===== src/rtl/pdm_rx_pkg.sv =====
package pdm_rx_pkg;

    // Smallest divider ratio the clock generator accepts.
    localparam int unsigned PDM_MIN_RATIO = 4;

    // One captured sample with its strobe.
    typedef struct packed {
        logic valid;
        logic data;
    } pdm_bit_t;

    localparam int unsigned PDM_LEFT  = 0;
    localparam int unsigned PDM_RIGHT = 1;

endpackage


===== src/rtl/pdm_rx_clkgen.sv =====
module pdm_rx_clkgen
    import pdm_rx_pkg::*;
#(
    parameter int DIV_W = 8
) (
    input  logic             clk,
    input  logic             rst_n,
    input  logic [DIV_W-1:0] ratio_i,
    input  logic             run_i,
    output logic             bclk_o,
    output logic             rise_o,
    output logic             fall_o
);

    localparam logic [DIV_W-1:0] MIN_R = DIV_W'(PDM_MIN_RATIO);

    typedef struct packed {
        logic             running;
        logic             bclk;
        logic [DIV_W-1:0] cnt;
        logic [DIV_W-1:0] ratio;
    } gen_t;

    gen_t             s_q, s_d;
    logic [DIV_W-1:0] eff_ratio;
    logic [DIV_W-1:0] low_len;

    always_comb begin
        eff_ratio = (ratio_i < MIN_R) ? MIN_R : ratio_i;
        s_d       = s_q;
        if (!s_q.running) begin
            if (run_i) begin
                s_d.running = 1'b1;
                s_d.cnt     = '0;
                s_d.ratio   = eff_ratio;
            end
        end else if (s_q.cnt == s_q.ratio - 1'b1) begin
            // Period boundary: the only place ratio or run state may change.
            s_d.cnt = '0;
            if (run_i) begin
                s_d.ratio = eff_ratio;
            end else begin
                s_d.running = 1'b0;
            end
        end else begin
            s_d.cnt = s_q.cnt + 1'b1;
        end
        low_len  = s_d.ratio - (s_d.ratio >> 1);
        s_d.bclk = s_d.running && (s_d.cnt >= low_len);
        rise_o   = !s_q.bclk && s_d.bclk;
        fall_o   = s_q.bclk && !s_d.bclk;
    end

    always_ff @(posedge clk) begin
        if (!rst_n) begin
            s_q <= '0;
        end else begin
            s_q <= s_d;
        end
    end

    assign bclk_o = s_q.bclk;

    // an active divider never runs below the minimum ratio.
    a_r9_ratio_floor: assert property (@(posedge clk) disable iff (!rst_n)
        s_q.running |-> (s_q.ratio >= MIN_R));

    // the ratio only changes when the count has wrapped.
    a_r3_ratio_held: assert property (@(posedge clk) disable iff (!rst_n)
        (s_q.running && $past(s_q.running) && (s_q.cnt != '0)) |-> $stable(s_q.ratio));

    // stopping happens only at the end of a full period.
    a_r6_stop_at_boundary: assert property (@(posedge clk) disable iff (!rst_n)
        $fell(s_q.running) |-> ($past(s_q.cnt) == $past(s_q.ratio) - 1'b1));

endmodule


===== src/rtl/pdm_rx_capture.sv =====
module pdm_rx_capture
    import pdm_rx_pkg::*;
(
    input  logic     clk,
    input  logic     rst_n,
    input  logic     line_i,
    input  logic     rise_i,
    input  logic     fall_i,
    output pdm_bit_t left_o,
    output pdm_bit_t right_o
);

    typedef struct packed {
        pdm_bit_t left;
        pdm_bit_t right;
    } cap_t;

    cap_t s_q, s_d;

    always_comb begin
        s_d             = s_q;
        // Left source owns the low half: sample just before the rise.
        s_d.left.valid  = rise_i;
        s_d.left.data   = rise_i ? line_i : s_q.left.data;
        // Right source owns the high half: sample just before the fall.
        s_d.right.valid = fall_i;
        s_d.right.data  = fall_i ? line_i : s_q.right.data;
    end

    always_ff @(posedge clk) begin
        if (!rst_n) begin
            s_q <= '0;
        end else begin
            s_q <= s_d;
        end
    end

    assign left_o  = s_q.left;
    assign right_o = s_q.right;

    // the two channel strobes never coincide.
    a_r4_strobes_exclusive: assert property (@(posedge clk) disable iff (!rst_n)
        !(s_q.left.valid && s_q.right.valid));

endmodule


===== src/rtl/pdm_rx_density.sv =====
module pdm_rx_density
    import pdm_rx_pkg::*;
#(
    parameter int MAX_K = 6,
    parameter int KW    = $clog2(MAX_K + 1)
) (
    input  logic           clk,
    input  logic           rst_n,
    input  pdm_bit_t       bit_i,
    input  logic [KW-1:0]  win_i,
    output logic [MAX_K:0] level_o,
    output logic           level_valid_o
);

    localparam int CW = MAX_K + 1;
    localparam logic [KW-1:0] K_TOP = KW'(MAX_K);

    typedef struct packed {
        logic [KW-1:0] k;
        logic [CW-1:0] nbits;
        logic [CW-1:0] ones;
        logic [CW-1:0] level;
        logic          lvalid;
    } dens_t;

    dens_t         s_q, s_d;
    logic [KW-1:0] k_use;
    logic [CW-1:0] ones_next;

    always_comb begin
        s_d        = s_q;
        s_d.lvalid = 1'b0;
        k_use      = (s_q.nbits == '0) ? win_i : s_q.k;
        if (k_use > K_TOP) begin
            k_use = K_TOP;
        end
        ones_next = s_q.ones + CW'(bit_i.data);
        if (bit_i.valid) begin
            s_d.k = k_use;
            if (s_q.nbits == (CW'(1) << k_use) - 1'b1) begin
                s_d.level  = ones_next;
                s_d.lvalid = 1'b1;
                s_d.nbits  = '0;
                s_d.ones   = '0;
            end else begin
                s_d.nbits = s_q.nbits + 1'b1;
                s_d.ones  = ones_next;
            end
        end
    end

    always_ff @(posedge clk) begin
        if (!rst_n) begin
            s_q <= '0;
        end else begin
            s_q <= s_d;
        end
    end

    assign level_o       = s_q.level;
    assign level_valid_o = s_q.lvalid;

    // a reported count never exceeds the window it came from.
    a_r7_level_bound: assert property (@(posedge clk) disable iff (!rst_n)
        s_q.lvalid |-> (s_q.level <= (CW'(1) << s_q.k)));

    // a report always follows a sample strobe by one cycle.
    a_r7_report_after_bit: assert property (@(posedge clk) disable iff (!rst_n)
        s_q.lvalid |-> $past(bit_i.valid));

    // the window exponent stays put while a window is open.
    a_r8_k_held: assert property (@(posedge clk) disable iff (!rst_n)
        ((s_q.nbits != '0) && !bit_i.valid) |=> $stable(s_q.k));

endmodule


===== src/rtl/pdm_stereo_rx.sv =====
module pdm_stereo_rx
    import pdm_rx_pkg::*;
#(
    parameter int DIV_W = 8,
    parameter int MAX_K = 6,
    localparam int KW   = $clog2(MAX_K + 1)
) (
    input  logic             clk,
    input  logic             rst_n,
    input  logic [DIV_W-1:0] div_ratio,
    input  logic             bclk_run,
    input  logic [KW-1:0]    win_log2,
    input  logic             pdm_line,
    output logic             pdm_bclk,
    output logic             left_bit,
    output logic             left_valid,
    output logic             right_bit,
    output logic             right_valid,
    output logic [MAX_K:0]   left_level,
    output logic             left_level_valid,
    output logic [MAX_K:0]   right_level,
    output logic             right_level_valid
);

    logic           rise_next;
    logic           fall_next;
    pdm_bit_t       chan [2];
    logic [MAX_K:0] lvl  [2];
    logic           lvl_v[2];

    pdm_rx_clkgen #(.DIV_W(DIV_W)) u_clkgen (
        .clk    (clk),
        .rst_n  (rst_n),
        .ratio_i(div_ratio),
        .run_i  (bclk_run),
        .bclk_o (pdm_bclk),
        .rise_o (rise_next),
        .fall_o (fall_next)
    );

    pdm_rx_capture u_capture (
        .clk    (clk),
        .rst_n  (rst_n),
        .line_i (pdm_line),
        .rise_i (rise_next),
        .fall_i (fall_next),
        .left_o (chan[PDM_LEFT]),
        .right_o(chan[PDM_RIGHT])
    );

    for (genvar g = 0; g < 2; g++) begin : g_level
        pdm_rx_density #(.MAX_K(MAX_K), .KW(KW)) u_density (
            .clk          (clk),
            .rst_n        (rst_n),
            .bit_i        (chan[g]),
            .win_i        (win_log2),
            .level_o      (lvl[g]),
            .level_valid_o(lvl_v[g])
        );
    end

    assign left_bit          = chan[PDM_LEFT].data;
    assign left_valid        = chan[PDM_LEFT].valid;
    assign right_bit         = chan[PDM_RIGHT].data;
    assign right_valid       = chan[PDM_RIGHT].valid;
    assign left_level        = lvl[PDM_LEFT];
    assign left_level_valid  = lvl_v[PDM_LEFT];
    assign right_level       = lvl[PDM_RIGHT];
    assign right_level_valid = lvl_v[PDM_RIGHT];

    // a left sample appears together with the rising bit clock.
    a_r4_left_on_rise: assert property (@(posedge clk) disable iff (!rst_n)
        left_valid |-> $rose(pdm_bclk));

    // a right sample appears together with the falling bit clock.
    a_r5_right_on_fall: assert property (@(posedge clk) disable iff (!rst_n)
        right_valid |-> $fell(pdm_bclk));

    // the left strobe lasts a single cycle.
    a_r4_left_single: assert property (@(posedge clk) disable iff (!rst_n)
        left_valid |=> !left_valid);

    // the right strobe lasts a single cycle.
    a_r5_right_single: assert property (@(posedge clk) disable iff (!rst_n)
        right_valid |=> !right_valid);

endmodule


===== config.mk =====
export PLATFORM = sky130hd
export DESIGN_NAME = pdm_stereo_rx
export DESIGN_NICKNAME = d
export VERILOG_FILES = /design/src/rtl/pdm_rx_pkg.sv /design/src/rtl/pdm_rx_clkgen.sv /design/src/rtl/pdm_rx_capture.sv /design/src/rtl/pdm_rx_density.sv /design/src/rtl/pdm_stereo_rx.sv
export SDC_FILE = /design/constraint.sdc
export NUM_CORES = 1
export LEC_CHECK = 0
export BUFFER_PORTS_ARGS = -buffer_cell sky130_fd_sc_hd__buf_2
export CAP_MARGIN = 10
export CORE_ASPECT_RATIO = 0.8
export CORE_UTILIZATION = 60
export CTS_CLUSTER_DIAMETER = 40
export DETAILED_ROUTE_END_ITERATION = 10
export GPL_TIMING_DRIVEN = 0
export PLACE_DENSITY = 0.9
export SLEW_MARGIN = 40
export SYNTH_ARGS = -nofsm -noshare
export SYNTH_HDL_FRONTEND = slang
export SYNTH_SLANG_ARGS = --single-unit

===== constraint.sdc =====
create_clock -name clk -period 6.7 [get_ports clk]
set_input_delay 1.34 -clock clk [delete_from_list [all_inputs] [get_ports clk]]
set_output_delay 1.34 -clock clk [all_outputs]
set_load 0.005 [all_outputs]

==> results list, run 1 <==
* Number of synthesized register bits: 72
- The later pin in the worst-skew pair is clocked with a latency of 0.35 ns.
- With fillers left out, the area of the finished cells amounts to 4830 µm².
* Worst setup path category: reg2reg
- Count of instances resized after the clock tree is built: 0
- Setup Total Neg Slack: 0 ns
* Final Core Density: 69.4%
- Clock net sink count: 72
* Share of the clock period used by the worst path: 79.5%
* Final count of negative-setup-slack endpoints: 0
- Headroom to the max-slew limit: 56.4%
- After clock tree synthesis, the clock-pin slew on the worst setup and hold paths is 0.08 ns.
- Number of fill cells in the layout: 528
- After detailed routing, the average wire length per cell comes to 15.9 µm.
- Synth async-reset ratio: 0%
- The H-tree was split into 3 levels.
- Half-perimeter wire length of the detailed placement result: 7.69 mm
- After detailed routing, the number of remaining DRC violations is 0.
- Static timing analysis puts the maximum clock frequency at 188 MHz.
- TritonCTS built the clock tree.
* CP Launch Type: flip-flop
- The floorplan has 27 rows.
- The area growth from synthesis to layout is 11.1%.
- 36 I/O pins were placed.
- The routed design could run at a clock period as short as 5.32 ns.
- The clock passes through at most 2 buffers.
- The number of hold buffers added after CTS was 0.
- After synthesis, the largest area contributor takes up 33.2% of total cell area.
- The number of global-route vias before repair came to 3,916.
- Data arrives at the worst endpoint at 5.53 ns.
- Hold Vio Cnt, Final: 0
* Cells taking the most area after synthesis: sky130_fd_sc_hd__dfxtp_1, sky130_fd_sc_hd__ha_1, sky130_fd_sc_hd__nor2_1
* Least-Margin Pin Slew: 0.638 ns
- The number of max-slew violations in the final report is 0.
- The final layout contains routed wiring with a total length of 10.5 mm.
- For this run, the register share of the synthesized area comes to 33.2%.
* Number of detailed-route iterations in the first pass: 4
- The first routing iteration left 356 violations.
* Die footprint: 7590 µm²
* Unique cell type count in the Yosys netlist: 63
* Crit path required time: 6.91 ns
- The detail route stage leaves a number of antenna-violating nets equal to 0.
- In this run, CTS created clock tree buffers numbering 9.
* Leakage power: 0.00210 µW
* Fin nets: 608
- Gr ovfl total: 0
* Leading post-synthesis cells by instance count: sky130_fd_sc_hd__dfxtp_1, sky130_fd_sc_hd__nor2_1, sky130_fd_sc_hd__a21oi_1
* Total via count after detailed routing: 4,002
* Per-cell via count in the routed design: 6.06
* Path class of the lowest-slack min-delay path: reg2reg
- Wire length of the first global-routing pass: 17.7 mm
- Main flop type after synthesis: sky130_fd_sc_hd__dfxtp_1
- Unrepaired setup endpoints after global routing: no
- For this run, the total global-route usage over all layers was measured as 28.9%.
- Post-synthesis instance total: 522
- Result of the run: finished, final reports clean
- Largest net degree at the start of global routing: 13
- Yosys mapped a number of flops with a built-in enable equal to 0.
- The congestion estimate from routability-driven global placement came to 0.897.
* Share of post-route cells with drive strength above 1: 16.1%
- From left edge to right edge, the die measures 97.1 µm.
- Worst setup skew after layout: 0.0121 ns
* Total of max-cap violations: 0
- Clock tree root driver cell: sky130_fd_sc_hd__clkbuf_8
- Summing every instance area after synthesis gives 4350 µm².
- The number of antenna violations at the first check in global routing was 0.
- Count leader, synth: sky130_fd_sc_hd__dfxtp_1
* Post-synthesis cell type with the largest combined area: sky130_fd_sc_hd__dfxtp_1
- Vert. Die Dim: 78.1 µm
- The count of buffers added on input and output ports is 35.
- When the netlist entered floorplanning its net count stood at 562.
* Initial core utilization: 62.4%
- The worst-case IR drop observed on VDD is 139 µV.
- Once placement finished, the instance area stood at 4630 µm².
- After floorplanning, the core was sized to cover 6960 µm².
- Setup fix buffers added after clock tree synthesis: 0
* Synthesis Warnings: 0
* Kind of end point of the critical path: flip-flop
- 0 antenna diodes ended up in the layout.
* Area of combinational cells with multiple inputs: 2600 µm²
* Post-synthesis area per instance: 8.32 µm²
- In this run the power density over the cells is 193 nW/µm².
* Reg area: 1440 µm²
- Peak fanout along the critical path: 10
-- layout make-up --
cell class	instances	share of cell area, %
flip-flops and latches	72	29.9
clock inverters	5	1.17
plain buffers	32	4.07
clock buffers	11	2.93
repair buffers	35	3.63
multi-input cells	389	53.8
inverters	29	2.26
well taps	87	2.26
-- worst max-delay path, stage by stage (launching register included) --
cell and delay (ns):
sky130_fd_sc_hd__dfxtp_1 0.30, sky130_fd_sc_hd__buf_2 0.17, sky130_fd_sc_hd__or3_1 0.38, sky130_fd_sc_hd__or3_1 0.35, sky130_fd_sc_hd__o2111ai_1 0.12, sky130_fd_sc_hd__a211oi_2 0.08, sky130_fd_sc_hd__o21ai_2 0.21, sky130_fd_sc_hd__buf_6 0.19
sky130_fd_sc_hd__nor2_1 0.06, sky130_fd_sc_hd__a21oi_1 0.28, sky130_fd_sc_hd__inv_1 0.12, sky130_fd_sc_hd__ha_1 0.24, sky130_fd_sc_hd__fa_1 0.44, sky130_fd_sc_hd__nor2b_1 0.17, sky130_fd_sc_hd__o21ai_0 0.10, sky130_fd_sc_hd__nand2b_1 0.13
sky130_fd_sc_hd__xnor2_1 0.15, sky130_fd_sc_hd__xnor2_1 0.15, sky130_fd_sc_hd__ha_1 0.26, sky130_fd_sc_hd__a21o_1 0.16, sky130_fd_sc_hd__a2111oi_0 0.60, sky130_fd_sc_hd__a221oi_1 0.17, sky130_fd_sc_hd__o21ai_0 0.24, sky130_fd_sc_hd__a21oi_1 0.10
-- power breakdown --
part / switching [µW] / internal, µW / total, µW
Combinational: 84.1 / 61.9 / 146
Clock: 167 / 182 / 349
Sequential: 5.73 / 432 / 438
Total: 257 / 676 / 933
-- path summary, 6_finish.rpt --
kind / start / end / slack, ns / depth (start not counted)
min: g_level[1].u_density.s_q[8]$_SDFFE_PN0P_ / g_level[1].u_density.s_q[8]$_SDFFE_PN0P_ / 0.49 / 2
min reg2reg: g_level[1].u_density.s_q[8]$_SDFFE_PN0P_ / g_level[1].u_density.s_q[8]$_SDFFE_PN0P_ / 0.49 / 2
max reg2reg: u_clkgen.s_q[3]$_SDFF_PN0_ / u_capture.right_o[0]$_SDFFE_PN0P_ / 1.38 / 23
max: u_clkgen.s_q[3]$_SDFF_PN0_ / u_capture.right_o[0]$_SDFFE_PN0P_ / 1.38 / 23
-- sequential cells by signal (all words and copies together), names as in the netlist --
name                             count
u_capture.right_o                    2
g_level.u_density.s_q               34
g_level.u_density.level_valid_o      2
u_clkgen.s_q                        17
u_clkgen.bclk_o                      1
g_level.u_density.level_o           14
u_capture.left_o                     2
-- routing by layer --
layer  wire [µm]  vias to the layer above  GRT usage [%]
met5           0                        -              0
met4         162                        0           10.4
met3         715                       18           6.59
met2        4910                      168           47.8
met1        4720                     1918           37.0
li1            -                     1898              -
-- metrics by stage --
stage	std cells	power (µW)	setup WS, ns	hold WS (ns)
2_1_floorplan	522	553	2.04	0.450
3_3_place_gp	644	582	1.62	0.458
3_5_place_dp	644	589	1.46	0.482
4_1_cts	660	931	1.46	0.494
5_1_grt	660	974	1.03	0.517
6_report	660	933	1.38	0.493
-- cell usage in the layout (no fill, tap or decap), drive strengths merged, types with 3 or more instances in the layout --
master,count
and3,10
a22oi,4
nand2b,17
or3,3
or3b,3
a211oi,6
clkinv,3
nand4,6
dfxtp,72
and2,16
o31ai,4
clkbuf,23
xnor2,23
o22ai,6
ha,24
nor2,59
nand3b,4
nor4,3
o21ai,35
a21o,4
nand2,29
nand3,22
mux2i,19
inv,29
nor3,10
nor2b,8
a21oi,32
xor2,13
a311oi,3
buf,55
-- kinds of logic after synthesis --
kind of cell / synth area share [%]
buffers and inverters: 7.03
adder cells (fa/ha/maj): 7.63
AO/OA/AOI/OAI: 16.6
XOR/XNOR: 7.26
flip-flops: 33.2
multiplexers: 4.98
AND/OR/NAND/NOR: 23.3
(Power assumes the default switching activity.)
==> run 2: changes to the inputs <==
==> constraint.sdc (replaced) <==
create_clock -name clk -period 5.2 [get_ports clk]
set_input_delay 1.04 -clock clk [delete_from_list [all_inputs] [get_ports clk]]
set_output_delay 1.04 -clock clk [all_outputs]
set_load 0.005 [all_outputs]
==> run 2 against run 1 <==
First-iteration DRC count up 2.2%. Power up 29%. Setup slack worse by 1.1 ns. Die area unchanged. Non-clock buffer count up 3. Clock skew about the same. Via count down 0.40%. Flip-flop and latch count unchanged. Hold slack worse by 0.0012 ns. Maximum frequency up 7.3%. Routed wire length up 0.50%.
==> results list, run 2 (same netlist as run 1, synthesis figures left out) <==
* Latest clock arrival within the worst-skew pair: 0.35 ns
* Width of the chip: 97.1 µm
- The worst register-to-register path ends at u_capture.right_o[0]$_SDFFE_PN0P_.
- Clock-pin slew was measured on the worst setup and hold paths at 0.08 ns.
- Kind of end point of the critical path: flip-flop
- Final count of negative-setup-slack endpoints: 0
- Total of max-cap violations: 0
* Antenna cell count: 0
- Half-perimeter wire length of the detailed placement result: 7.69 mm
* Hold_sp: g_level[1].u_density.s_q[8]$_SDFFE_PN0P_
* Maximum vdd drop: 180 µV
- The total overflow left after global routing is 0.
- Counting tap cells, the placed design contains a total of 644 instances.
* Reg2reg setup slack: 0.24 ns
- Initial core utilization: 62.4%
- Power per cell area: 248 nW/µm²
* Std-Cell Rows: 27
- Largest register FFs: 34
* Share of post-route cells with drive strength above 1: 17.0%
* Area Growth Syn to Fin: 11.9%
- At the worst endpoint, the required time is 5.47 ns.
- Static timing analysis puts the maximum clock frequency at 202 MHz.
- Total via count after detailed routing: 3,986
- In the layout the commonest cells are sky130_fd_sc_hd__dfxtp_1, sky130_fd_sc_hd__nor2_1, sky130_fd_sc_hd__buf_2, sky130_fd_sc_hd__a21oi_1, sky130_fd_sc_hd__o21ai_0.
* Per-cell via count in the routed design: 6.01
- Most common library cell in the layout ignoring fill and taps: sky130_fd_sc_hd__dfxtp_1
* Depth of the worst register-to-register path: 23
* Number of detailed-route iterations in the first pass: 5
- In this run the critical register-to-register path is launched from u_clkgen.s_q[3]$_SDFF_PN0_.
- The worst hold path was traced through 2 stages.
* Peak fanout along the critical path: 10
- In this run the tightest slew margin relative to its limit is 56.0%.
- Initial antenna violation count: 0
- For this run, the post-layout net count is 611.
* Drt initial violations: 364
- For the finished layout, the period the worst path requires is 4.96 ns.
- Core area: 6960 µm²
* Hold Worst Slack: 0.492 ns
* Least-Margin Pin Slew: 0.660 ns
- After clock tree synthesis, the flow added hold-fix buffers numbering 0.
* DR DRC count: 0
- The clock net in this run drives a total of 72 sinks.
* Post-layout power: 1210 µW
- After routing the design area is 4860 µm².
- Vert. Die Dim: 78.1 µm
- IO buf count: 35
- Entering global routing, the biggest net connects 13 pins.
* Die footprint: 7590 µm²
- Result of the run: finished, final reports clean
* Area after detailed placement: 4630 µm²
- Share of the clock period used by the worst path: 95.4%
- The path class of the tightest hold or removal check is reg2reg.
* Worst min-delay path endpoint: g_level[1].u_density.s_q[8]$_SDFFE_PN0P_
- For this run, the total global-route usage over all layers was measured as 28.9%.
* Number of fill cells in the layout: 523
* Hold Vio Cnt, Final: 0
- CP Launch Type: flip-flop
- Setup repair after global routing left no endpoint under its margin.
- The cell sitting at the root of the clock tree is a sky130_fd_sc_hd__clkbuf_8.
- Wires add up to 10.6 mm.
- Excluding fillers, the count of instances in the completed layout stands at 663.
- The detail route stage leaves a number of antenna-violating nets equal to 0.
* Via count of the first global-routing pass: 3,916
* Final Max Slew Viols: 0
* Wire length of the first global-routing pass: 17.7 mm
- The setup path with the least slack is of type reg2reg.
* Leakage power: 0.00211 µW
* Max Buffers Root-to-Sink: 2
- The number of clock buffers added by TritonCTS is 9.
* Setup Total Neg Slack: 0 ns
* WP data arrival: 5.23 ns
* Worst setup skew after layout: 0.0121 ns
- H-tree level count: 3
- In the final routed layout, each cell accounts on average for 15.9 µm.
* Register containing the most flip-flops in the final layout: g_level.u_density.s_q
- Routability-driven placement finished with a final weighted congestion of 0.897.
- TritonCTS built the clock tree.
* I/O pin total: 36
## run 2: stage by stage
step	util, %	setup slack, ns
finish	69.8	0.239
global route	69.8	0.0207
CTS	69.4	0.0555
detailed placement	66.5	0.111
global placement	66.5	0.297
floorplan	-	0.645
## run 2: final cells by class
cell class,instances,area [µm²],area share (%)
flip-flops and latches,72,1440,29.7
repair buffers,38,198,4.07
plain buffers,32,196,4.04
clock buffers,11,141,2.91
multi-input cells,389,2610,53.7
clock inverters,5,56.3,1.16
inverters,29,109,2.24
well taps,87,109,2.24
## run 2: how the worst max path moves through the flow
stage,from,end,slack [ns],depth (start not counted)
after floorplan,u_clkgen.s_q[3]$_SDFF_PN0_,u_capture.right_o[0]$_SDFFE_PN0P_,0.64,21
final,u_clkgen.s_q[3]$_SDFF_PN0_,u_capture.right_o[0]$_SDFFE_PN0P_,0.24,23
after global routing,u_clkgen.s_q[3]$_SDFF_PN0_,u_capture.left_o[0]$_SDFFE_PN0P_,0.02,23
after global placement,u_clkgen.s_q[3]$_SDFF_PN0_,u_capture.left_o[0]$_SDFFE_PN0P_,0.30,23
after detailed placement,u_clkgen.s_q[3]$_SDFF_PN0_,u_capture.right_o[0]$_SDFFE_PN0P_,0.11,23
after CTS,u_clkgen.s_q[3]$_SDFF_PN0_,u_capture.right_o[0]$_SDFFE_PN0P_,0.06,23
## run 2: where the power goes
part	internal (µW)	switching, µW
Combinational	83.2	111
Sequential	557	7.53
Clock	234	214
Total	874	332
## run 2: what timing repair did
| item | CTS | global route |
|---|---|---|
| gates resized for setup | 1 | 4 |
| buffers inserted | 0 | 3 |
| setup endpoints to repair | 1 | 5 |
## run 2: worst max-delay path: stages, from the launching register on
cell and delay, ns:
sky130_fd_sc_hd__dfxtp_1 0.30, sky130_fd_sc_hd__buf_2 0.17, sky130_fd_sc_hd__or3_1 0.38, sky130_fd_sc_hd__or3_1 0.36, sky130_fd_sc_hd__o2111ai_1 0.12, sky130_fd_sc_hd__a211oi_2 0.08
sky130_fd_sc_hd__o21ai_2 0.21, sky130_fd_sc_hd__buf_6 0.19, sky130_fd_sc_hd__nor2_1 0.07, sky130_fd_sc_hd__a21oi_2 0.17, sky130_fd_sc_hd__inv_1 0.09, sky130_fd_sc_hd__ha_1 0.23
sky130_fd_sc_hd__fa_1 0.44, sky130_fd_sc_hd__nor2b_1 0.17, sky130_fd_sc_hd__o21ai_0 0.10, sky130_fd_sc_hd__nand2b_1 0.13, sky130_fd_sc_hd__xnor2_1 0.15, sky130_fd_sc_hd__xnor2_1 0.15
sky130_fd_sc_hd__ha_1 0.26, sky130_fd_sc_hd__a21o_1 0.17, sky130_fd_sc_hd__a2111oi_2 0.43, sky130_fd_sc_hd__a221o_1 0.24, sky130_fd_sc_hd__nand3_1 0.10, sky130_fd_sc_hd__a21oi_1 0.15
## run 2: layer usage
| metal | GRT usage, % | share of wire (%) | vias to the layer above |
|---|---|---|---|
| met1 | 37.0 | 45 | 1891 |
| met3 | 6.59 | 6.8 | 18 |
| met5 | 0 | 0 | - |
| met2 | 47.8 | 46 | 167 |
| met4 | 10.4 | 1.5 | 0 |
| li1 | - | - | 1910 |
==> run 3: changes to the inputs <==
--- a/config.mk
+++ b/config.mk
@@ -9,6 +9,7 @@
 export CAP_MARGIN = 10
 export CORE_ASPECT_RATIO = 0.8
 export CORE_UTILIZATION = 60
+export CTS_BUF_LIST = sky130_fd_sc_hd__clkbuf_4 sky130_fd_sc_hd__clkbuf_8
 export CTS_CLUSTER_DIAMETER = 40
 export DETAILED_ROUTE_END_ITERATION = 10
 export GPL_TIMING_DRIVEN = 0
==> run 3 against run 2 <==
Count of clock-buffer cells in the layout did not move. Critical path depth did not move. Design area barely moved. Clock skew barely moved. Routed wire length fell by 0.11%. Global-route usage did not move. Power rose by 0.41%. Final cell count did not move. Core utilization rose by 0.054 points. Non-clock buffer count did not move. Setup slack improved by 0.0010 ns. Hold slack barely moved.
==> results list, run 3 (same netlist as run 1, synthesis figures left out) <==
* Wire length the detailed router placed on met1: 4.77 mm
* IO buf count: 35
* Peak fanout along the critical path: 10
* Width of the chip: 97.1 µm
* Cell at the slowest stage of the critical path: sky130_fd_sc_hd__fa_1
- At the pin with the least slew margin, the transition time is 0.660 ns.
- Detailed routing inserted a total of 3,987 vias.
- Sum of met2 wire segment lengths after detailed routing: 4.90 mm
- Total of max-cap violations: 0
* Per-cell via count in the routed design: 6.01
* Gr ovfl total: 0
- The final layout contains routed wiring with a total length of 10.5 mm.
- Across all hold checks on the routed design, the worst slack comes to 0.492 ns.
- Die footprint: 7590 µm²
* Hold Vio Cnt, Final: 0
- Largest register FFs: 34
* Hold_sp: g_level[1].u_density.s_q[8]$_SDFFE_PN0P_
- Final count of negative-setup-slack endpoints: 0
- Largest stage delay on the critical path: 0.44 ns
- H-tree level count: 3
- On the final layout, the worst clock skew is 0.0121 ns.
* Via count of the first global-routing pass: 3,916
* Crit path required time: 5.47 ns
- 36 I/O pins were placed.
- The first global-routing pass estimated 17.7 mm of wire.
- After clock tree synthesis, the clock-pin slew on the worst setup and hold paths is 0.07 ns.
* Largest net degree at the start of global routing: 13
- Drt initial violations: 364
* Share of the clock period used by the worst path: 95.4%
* Beginning of the critical path: u_clkgen.s_q[3]$_SDFF_PN0_
* Clock tree root driver cell: sky130_fd_sc_hd__clkbuf_8
* Fin crit period: 4.96 ns
* DR DRC count: 0
- Number of detailed-route iterations in the first pass: 4
* Area Growth Syn to Fin: 11.9%
- Worst setup path category: reg2reg
- CTS saw 72 sinks.
* Sequence of cells on the critical path: buf_2 > or3_1 > or3_1 > o2111ai_1 > a211oi_2 > o21ai_2 > buf_6 > nor2_1 > a21oi_2 > inv_1 > ha_1 > fa_1 > nor2b_1 > o21ai_0 > nand2b_1 > xnor2_1 > xnor2_1 > ha_1 > a21o_1 > a2111oi_2 > a221o_1 > nand3_1 > a21oi_1
* Unrepaired setup endpoints after global routing: no
- For this design the ratio of total power to cell area is 249 nW/µm².
- Fill cells in the final layout number 523.
- Max Buffers Root-to-Sink: 2
* CTS tree: done
- The region available for standard cell placement spans 6960 µm².
- Initial core utilization: 62.4%
- After clock tree synthesis, the flow added hold-fix buffers numbering 0.
* Initial antenna violation count: 0
- After routing, the total negative slack on setup checks comes to 0 ns.
* Path class of the lowest-slack min-delay path: reg2reg
- STA classifies the critical path endpoint as a flip-flop.
- Final Max Slew Viols: 0
- Std-Cell Rows: 27
- The worst setup path is launched from a flip-flop.
* Buffers plus inverters on the worst setup path: 3
- The multi-input combinational cells in the finished layout cover a total of 2610 µm².
* Cell family with most CP delay: compound AO/OA/AOI/OAI gates
* Routed met3 length: 716 µm
- The congestion estimate from routability-driven global placement came to 0.897.
* Detail Route Antenna Nets: 0
* Maximum vdd drop: 180 µV
- CTS buffer count: 9
- The die is 78.1 µm tall.
* Commonest cells after routing, fill and taps aside: sky130_fd_sc_hd__dfxtp_1, sky130_fd_sc_hd__nor2_1, sky130_fd_sc_hd__buf_2, sky130_fd_sc_hd__a21oi_1, sky130_fd_sc_hd__o21ai_0
* Detail-routed net length per standard cell: 15.9 µm
- Antenna cell count: 0
* Register containing the most flip-flops in the final layout: g_level.u_density.s_q
* Half-perimeter wire length of the detailed placement result: 7.69 mm
* Global Route Usage Sum: 28.9%
- For this run, the top clock speed supported by timing is 202 MHz.
- Most common library cell in the layout ignoring fill and taps: sky130_fd_sc_hd__dfxtp_1
- Share of post-route cells with drive strength above 1: 17.2%
- The detailed router used layers up to and including met4.
- The flow ran to the end, and the final reports show no timing, DRC or antenna violations.
- Headroom to the max-slew limit: 56.0%
* Fin nets: 611
- Latest clock arrival within the worst-skew pair: 0.35 ns
- At the worst endpoint, the arrival time is 5.23 ns.
* FF-to-FF Start: u_clkgen.s_q[3]$_SDFF_PN0_
- Summing all flip-flop and latch instances after layout gives 1440 µm².
- Summed over all cells, the static leakage comes to 0.00212 µW.
run 3: cell counts in the layout (fill, tap and decap cells not counted):
No cell type changed its count.
run 3: power breakdown:
part / switching, µW / leakage, µW / internal [µW]
clock network: 214 / 0.000103 / 239
registers: 7.51 / 0.000582 / 557
logic: 111 / 0.00143 / 83.2
total: 332 / 0.00212 / 880
run 3: final timing paths:
check / slack (ns) / endpoint / cells after the start
hold reg to reg: 0.49 / g_level[1].u_density.s_q[8]$_SDFFE_PN0P_ / 2
hold / removal: 0.49 / g_level[1].u_density.s_q[8]$_SDFFE_PN0P_ / 2
setup reg to reg: 0.24 / u_capture.right_o[0]$_SDFFE_PN0P_ / 23
setup / recovery: 0.24 / u_capture.right_o[0]$_SDFFE_PN0P_ / 23
run 3: tightest hold or removal path, stage by stage, from the launching register on:
cell and delay [ns]:
sky130_fd_sc_hd__dfxtp_1 0.32, sky130_fd_sc_hd__nand2b_1 0.07, sky130_fd_sc_hd__a21oi_1 0.05
run 3: area by class of cell:
cell class | instances | area share (%)
multi-input combinational | 389 | 53.6
sequential | 72 | 29.7
timing repair buffer | 38 | 4.06
buffer | 32 | 4.04
clock buffer | 11 | 2.98
inverter | 29 | 2.24
tap | 87 | 2.24
clock inverter | 5 | 1.16
run 3: through the flow:
step	utilization [%]	setup WS (ns)	std cells	total power, µW	area [µm²]
3_3_place_gp	66.5	0.297	644	750	4630
2_1_floorplan	-	0.645	522	713	4350
6_report	69.9	0.240	663	1210	4860
3_5_place_dp	66.5	0.111	644	759	4630
5_1_grt	69.9	0.0207	663	1270	4860
4_1_cts	69.4	0.0555	660	1210	4830
run 3: repair_timing:
action                                  4_1_cts  5_1_grt
gates resized for setup                       1        4
buffers inserted                              0        3
endpoints found under the setup margin        1        5
gates cloned                                  0        0
run 3: routing by layer:
layer	vias to the layer above	global-route usage (%)
li1	1908	-
met1	1896	37.0
met2	165	47.8
met3	18	6.59
met4	0	10.4
met5	-	0
